File: config.mk
export PLATFORM = sky130hd
export DESIGN_NAME = mac4_array
export DESIGN_NICKNAME = d
export VERILOG_FILES = /design/src/rtl/mac4_pkg.sv /design/src/rtl/mac4_lane.sv /design/src/rtl/mac4_sum.sv /design/src/rtl/mac4_acc.sv /design/src/rtl/mac4_array.sv
export SDC_FILE = /design/constraint.sdc
export NUM_CORES = 2
export LEC_CHECK = 0
export ABC_AREA = 1
export BUFFER_PORTS_ARGS = -buffer_cell sky130_fd_sc_hd__buf_2
export CORE_ASPECT_RATIO = 0.9
export CORE_MARGIN = 4
export CORE_UTILIZATION = 45
export DETAILED_ROUTE_END_ITERATION = 8
export GPL_ROUTABILITY_DRIVEN = 0
export PLACE_DENSITY = 0.58
export RECOVER_POWER = 50
export SETUP_SLACK_MARGIN = 0.2
export SKIP_CTS_REPAIR_TIMING = 1
export SYNTH_ARGS = -nofsm -noshare
export SYNTH_HDL_FRONTEND = slang
export SYNTH_SLANG_ARGS = --single-unit
File: constraint.sdc
create_clock -name clk_i -period 5.8 [get_ports clk_i]
set_input_delay 0.29 -clock clk_i [delete_from_list [all_inputs] [get_ports clk_i]]
set_output_delay 0.29 -clock clk_i [all_outputs]
set_load 0.05 [all_outputs]
File: src/rtl/mac4_pkg.sv
package mac4_pkg;
  typedef struct packed {
    logic accum;
    logic frac;
  } mac_ctrl_t;
endpackage

File: src/rtl/mac4_lane.sv
module mac4_lane #(
  parameter int DATA_W = 10,
  parameter int COEF_W = 11,
  localparam int PROD_W = DATA_W + COEF_W
) (
  input  logic                     clk_i,
  input  logic                     rst_ni,
  input  logic signed [DATA_W-1:0] data_i,
  input  logic signed [COEF_W-1:0] coef_i,
  input  logic                     en_i,
  input  logic                     sel_coef_i,
  output logic signed [PROD_W-1:0] prod_o
);
  logic signed [DATA_W-1:0] data_q;
  logic signed [COEF_W-1:0] coef_q;
  logic                     data_ld, coef_ld;

  // enable steers to one operand; the other loads every clock
  assign data_ld = sel_coef_i ? 1'b1 : en_i;
  assign coef_ld = sel_coef_i ? en_i : 1'b1;

  always_ff @(posedge clk_i or negedge rst_ni) begin
    if (!rst_ni) begin
      data_q <= '0;
      coef_q <= '0;
      prod_o <= '0;
    end else begin
      if (data_ld) data_q <= data_i;
      if (coef_ld) coef_q <= coef_i;
      prod_o <= data_q * coef_q;
    end
  end

  AST_DATA_HELD: assert property (@(posedge clk_i) disable iff (!rst_ni)
    (!sel_coef_i && !en_i) |=> $stable(data_q));
  AST_COEF_HELD: assert property (@(posedge clk_i) disable iff (!rst_ni)
    (sel_coef_i && !en_i) |=> $stable(coef_q));
endmodule

File: src/rtl/mac4_sum.sv
module mac4_sum #(
  parameter int LANES  = 4,
  parameter int PROD_W = 21,
  localparam int SUM_W = PROD_W + $clog2(LANES)
) (
  input  logic                     clk_i,
  input  logic                     rst_ni,
  input  logic [LANES*PROD_W-1:0]  prod_i,
  output logic signed [SUM_W-1:0]  sum_o
);
  logic signed [PROD_W-1:0] prod_a [LANES];
  logic signed [SUM_W-1:0]  total;

  for (genvar g = 0; g < LANES; g++) begin : g_unpack
    assign prod_a[g] = prod_i[g*PROD_W +: PROD_W];
  end

  always_comb begin
    total = '0;
    for (int i = 0; i < LANES; i++) total = total + SUM_W'(prod_a[i]);
  end

  always_ff @(posedge clk_i or negedge rst_ni) begin
    if (!rst_ni) sum_o <= '0;
    else         sum_o <= total;
  end
endmodule

File: src/rtl/mac4_acc.sv
module mac4_acc
  import mac4_pkg::*;
#(
  parameter int SUM_W = 23,
  parameter int ACC_W = 25,
  parameter int OUT_W = 16,
  localparam int FRAC_SHIFT = ACC_W - OUT_W
) (
  input  logic                    clk_i,
  input  logic                    rst_ni,
  input  logic signed [SUM_W-1:0] sum_i,
  input  mac_ctrl_t               ctrl_i,
  output logic [ACC_W-1:0]        acc_o
);
  localparam logic [ACC_W-1:0] RND = ACC_W'(1) << (FRAC_SHIFT - 1);

  logic [ACC_W-1:0] sum_ext;
  assign sum_ext = ACC_W'(sum_i);

  // rounding enters only on a fresh load, so it counts once per run
  always_ff @(posedge clk_i or negedge rst_ni) begin
    if (!rst_ni)           acc_o <= '0;
    else if (ctrl_i.accum) acc_o <= acc_o + sum_ext;
    else if (ctrl_i.frac)  acc_o <= sum_ext + RND;
    else                   acc_o <= sum_ext;
  end
endmodule

File: src/rtl/mac4_array.sv
module mac4_array
  import mac4_pkg::*;
#(
  parameter int LANES  = 4,
  parameter int DATA_W = 10,
  parameter int COEF_W = 11,
  parameter int ACC_W  = 25,
  parameter int OUT_W  = 16
) (
  input  logic                    clk_i,
  input  logic                    rst_ni,
  input  logic [LANES*DATA_W-1:0] data_i,
  input  logic [LANES*COEF_W-1:0] coef_i,
  input  logic [LANES-1:0]        lane_en_i,
  input  logic                    sel_coef_i,
  input  logic                    accum_i,
  input  logic                    frac_i,
  input  logic                    out_en_i,
  output logic [OUT_W-1:0]        sum_o
);
  localparam int PROD_W = DATA_W + COEF_W;
  localparam int SUM_W  = PROD_W + $clog2(LANES);
  localparam int CTRL_STAGES = 3;

  logic [LANES*PROD_W-1:0] prod_flat;
  logic signed [SUM_W-1:0] sum_w;
  logic [ACC_W-1:0]        acc_w;
  mac_ctrl_t               ctrl_q [CTRL_STAGES];
  logic                    frac_q4;

  for (genvar g = 0; g < LANES; g++) begin : g_lane
    logic signed [PROD_W-1:0] prod;
    mac4_lane #(.DATA_W(DATA_W), .COEF_W(COEF_W)) u_lane (
      .clk_i      (clk_i),
      .rst_ni     (rst_ni),
      .data_i     (data_i[g*DATA_W +: DATA_W]),
      .coef_i     (coef_i[g*COEF_W +: COEF_W]),
      .en_i       (lane_en_i[g]),
      .sel_coef_i (sel_coef_i),
      .prod_o     (prod)
    );
    assign prod_flat[g*PROD_W +: PROD_W] = prod;
  end

  mac4_sum #(.LANES(LANES), .PROD_W(PROD_W)) u_sum (
    .clk_i  (clk_i),
    .rst_ni (rst_ni),
    .prod_i (prod_flat),
    .sum_o  (sum_w)
  );

  // controls travel with their operands: in, product, sum stages
  always_ff @(posedge clk_i or negedge rst_ni) begin
    if (!rst_ni) begin
      for (int i = 0; i < CTRL_STAGES; i++) ctrl_q[i] <= '0;
      frac_q4 <= 1'b0;
    end else begin
      ctrl_q[0] <= '{accum: accum_i, frac: frac_i};
      for (int i = 1; i < CTRL_STAGES; i++) ctrl_q[i] <= ctrl_q[i-1];
      frac_q4 <= ctrl_q[CTRL_STAGES-1].frac;
    end
  end

  mac4_acc #(.SUM_W(SUM_W), .ACC_W(ACC_W), .OUT_W(OUT_W)) u_acc (
    .clk_i  (clk_i),
    .rst_ni (rst_ni),
    .sum_i  (sum_w),
    .ctrl_i (ctrl_q[CTRL_STAGES-1]),
    .acc_o  (acc_w)
  );

  always_ff @(posedge clk_i or negedge rst_ni) begin
    if (!rst_ni)       sum_o <= '0;
    else if (out_en_i) sum_o <= frac_q4 ? acc_w[ACC_W-1 -: OUT_W] : acc_w[OUT_W-1:0];
  end

  AST_OUT_HOLD: assert property (@(posedge clk_i) disable iff (!rst_ni)
    !out_en_i |=> $stable(sum_o));
  AST_INT_SLICE: assert property (@(posedge clk_i) disable iff (!rst_ni)
    (out_en_i && !frac_q4) |=> (sum_o == $past(acc_w[OUT_W-1:0])));
  AST_FRAC_SLICE: assert property (@(posedge clk_i) disable iff (!rst_ni)
    (out_en_i && frac_q4) |=> (sum_o == $past(acc_w[ACC_W-1 -: OUT_W])));
endmodule

==> summary.txt <==
Setup path
  • R2R cell count: 19
  • WP data arrival: 5.67 ns
  • Critical path launch point type: flip-flop
  • Worst Setup End Kind: flip-flop
  • Setup CP Type: reg -> reg
  • Maximum fanout along the worst path: 12
  • Reg2reg end: g_lane[1].u_lane.prod_o[20]
  • Worst r2r src: g_lane[1].u_lane.data_q[1]
  • Critical path data required time: about 6.3 ns
  • Reg2Reg Setup Slack: just over 0.6 ns

Yosys
  • Synth Cell Area: approximately 0.03 mm^2
  • Mapped Cells: approximately 3600
  • Main synth FF type: dfrtp_1
  • Post-synthesis net count: approximately 4400
  • Top-area cell type share of the netlist area: 0.2944
  • Most instantiated cells after synthesis: 939 x nand2_1, 883 x inv_1, 440 x fa_1, 251 x ha_1, 239 x dfrtp_1
  • Largest cells by area after synthesis: fa_1 29%, dfrtp_1 20%, nand2_1 12%
  • Synth warnings: 0
  • Top-count cell post-synth: nand2_1
  • Netlist cell types: 37
  • EDFF count, synth: 0
  • Avg Cell Area, Syn: slightly above 8 um^2
  • Async SR Flop Fraction: 1.000
  • Synth area leader: fa_1
  • Register area share after synthesis: 0.1999
  • #FFs+latches synth: ~240

Hold path
  • Worst hold path stage count: 4
  • Min-delay worst type: in -> reg
  • Worst hold start: lane_en_i[0]
  • Hold Path End: g_lane[0].u_lane.data_q[9]

Floorplanning
  • I/O pin count: 110
  • Row cnt: around 90
  • Die Height: around 250 um
  • Core area: approximately 0.066 mm^2
  • Total die area: approximately 0.071 mm^2
  • Chip width: roughly 280 um
  • Initial Util: 0.4554

Detailed routing
  • DRC: 0
  • Total Wirelength: between 60000 and 70000 um
  • 1st-iter DRT viols: between 1000 and 1500
  • Vias post-DR: between 20000 and 25000
  • Avg WL per Cell: between 10 and 15 um
  • Pre-antenna DRT Iters: 5
  • DR vias/cell: between 4 and 5
  • DRT antenna net count: 0

CTS
  • Clock Path Buffers: 3
  • Clock transition at path regs: 0.06 ns
  • Num CTS Buffers: 29
  • H-tree Lvls: 1
  • CTS tree: done
  • Worst-Skew Late Latency: roughly 0.59 ns
  • Clock sink total: ~240
  • Clock root buffer: clkbuf_16

STA
  • Tmin final: 5.191 ns
  • Final Max Slew Viols: 194
  • Fmax: just under 200 MHz
  • Final Hold Fails: 0
  • Worst Skew: between 0.01 and 0.015 ns
  • Least-Margin Pin Slew: between 2 and 3 ns
  • RSZ-0062 raised after global routing: false
  • Worst slew margin: -0.9069
  • Final worst path period share: 0.8950
  • Setup TNS: 0 ns
  • Hold slack: 0.1697 ns
  • Final setup viols: 0

Flow run
  • MaxCap Viol Count: 2

Finish
  • P&R area growth vs syn: 10.28%
  • Share of post-route cells with drive strength above 1: 0.06526
  • Nets@finish: about 4500
  • Ant. Diodes: 0

Global routing
  • Remaining global-route overflow: 0
  • First-pass GRT wire length: 116600 um
  • Initial antenna violation count: 0
  • Largest net degree at the start of global routing: 141
  • Global Route Usage Sum: 0.2020
  • Vias in the first global route: 22820

Placed design
  • HPWL after DPL: 57000 um
  • Port bufs: between 100 and 150

Outcome
  • Failing checks: max-capacitance violations, max-slew violations
  • Status: complete, but fails checks
## sequential cells by signal (all words and copies together) (netlist names)
signal	count
ctrl_q	6
frac_q4	1
g_lane.u_lane.coef_q	44
g_lane.u_lane.data_q	40
g_lane.u_lane.prod_o	84
sum_o	16
u_acc.acc_o	25
u_sum.sum_o	23
## worst max-delay path by stage
stage / from / to / cells after the start
after CTS: g_lane[1].u_lane.data_q[4] / g_lane[1].u_lane.prod_o[20] / 17
after floorplan: g_lane[2].u_lane.coef_q[10] / g_lane[2].u_lane.prod_o[20] / 18
after detailed placement: g_lane[1].u_lane.data_q[4] / g_lane[1].u_lane.prod_o[20] / 17
after global routing: rst_ni / g_lane[1].u_lane.coef_q[3] / 3
final: g_lane[1].u_lane.data_q[1] / g_lane[1].u_lane.prod_o[20] / 19
after global placement: g_lane[1].u_lane.data_q[4] / g_lane[1].u_lane.prod_o[20] / 17
## cell families after synthesis
family	synth area share
multiplexers	0.02710
AO/OA/AOI/OAI	0.04173
flip-flops	0.1999
adder cells (fa/ha/maj)	0.3993
buffers and inverters	0.1248
XOR/XNOR	0.03278
AND/OR/NAND/NOR	0.1744
## critical path, cell delays in order (launching register included)
cell and delay [ns]:
dfrtp_1 0.62, nand2_1 0.24, fa_1 0.65, inv_1 0.14
fa_1 0.48, fa_1 0.51, fa_1 0.49, inv_1 0.05
fa_1 0.47, inv_1 0.04, ha_1 0.35, nand2_1 0.09
inv_1 0.10, nand2_1 0.09, nor3_1 0.28, nand4_1 0.17
nand3_1 0.16, inv_1 0.05, nand2_1 0.05, nand2_1 0.06
## placed cells by master, fill, tap and decap left out, drive strengths merged
cell and instances:
nand2 940, inv 887, fa 440, ha 251, dfrtp 239, nor2 189, a21oi 120, nand3 112
buf 108, dlygate4sd3 87, o21ai 84, xor2 80, mux2 72, clkbuf 37, xnor2 32, nand4 29
a31oi 21, clkinv 15, nor3 10, nand3b 9, a21o 5, clkinvlp 4, and2 3, nor3b 2
o211ai 2, o21bai 2, bufinv 2, a21boi 2, o22ai 1
## routing by layer
metal  GRT usage  wire length [um]  share of wire
met4     0.03909              1400          0.020
met5           0                 0              0
met2      0.3250             31320           0.46
met1      0.2972             32870           0.48
met3     0.02614              2935          0.043
## final cells by class
| class | count | area, um^2 |
|---|---|---|
| Fill cell | 6360 | 32700 |
| Multi-Input combinational cell | 2406 | 20210 |
| Sequential cell | 239 | 5981 |
| Inverter | 888 | 3333 |
| Timing Repair Buffer | 199 | 1434 |
| Tap cell | 864 | 1081 |
| Clock buffer | 33 | 770.7 |
| Clock inverter | 20 | 190.2 |
## stage by stage
step	worst slack, ns	util	instance area [um^2]	instances
3_5_place_dp	0.6258	0.4748	31190	4509
3_3_place_gp	0.6613	0.4748	31190	4509
5_1_grt	0.3159	0.5022	33000	4649
2_1_floorplan	1.200	-	29920	3633
4_1_cts	0.6096	0.4894	32150	4562
6_report	0.6090	0.5022	33000	4649
Power is not shown: default switching activity piles up to over one toggle a cycle in this logic, so the estimate is an artifact.
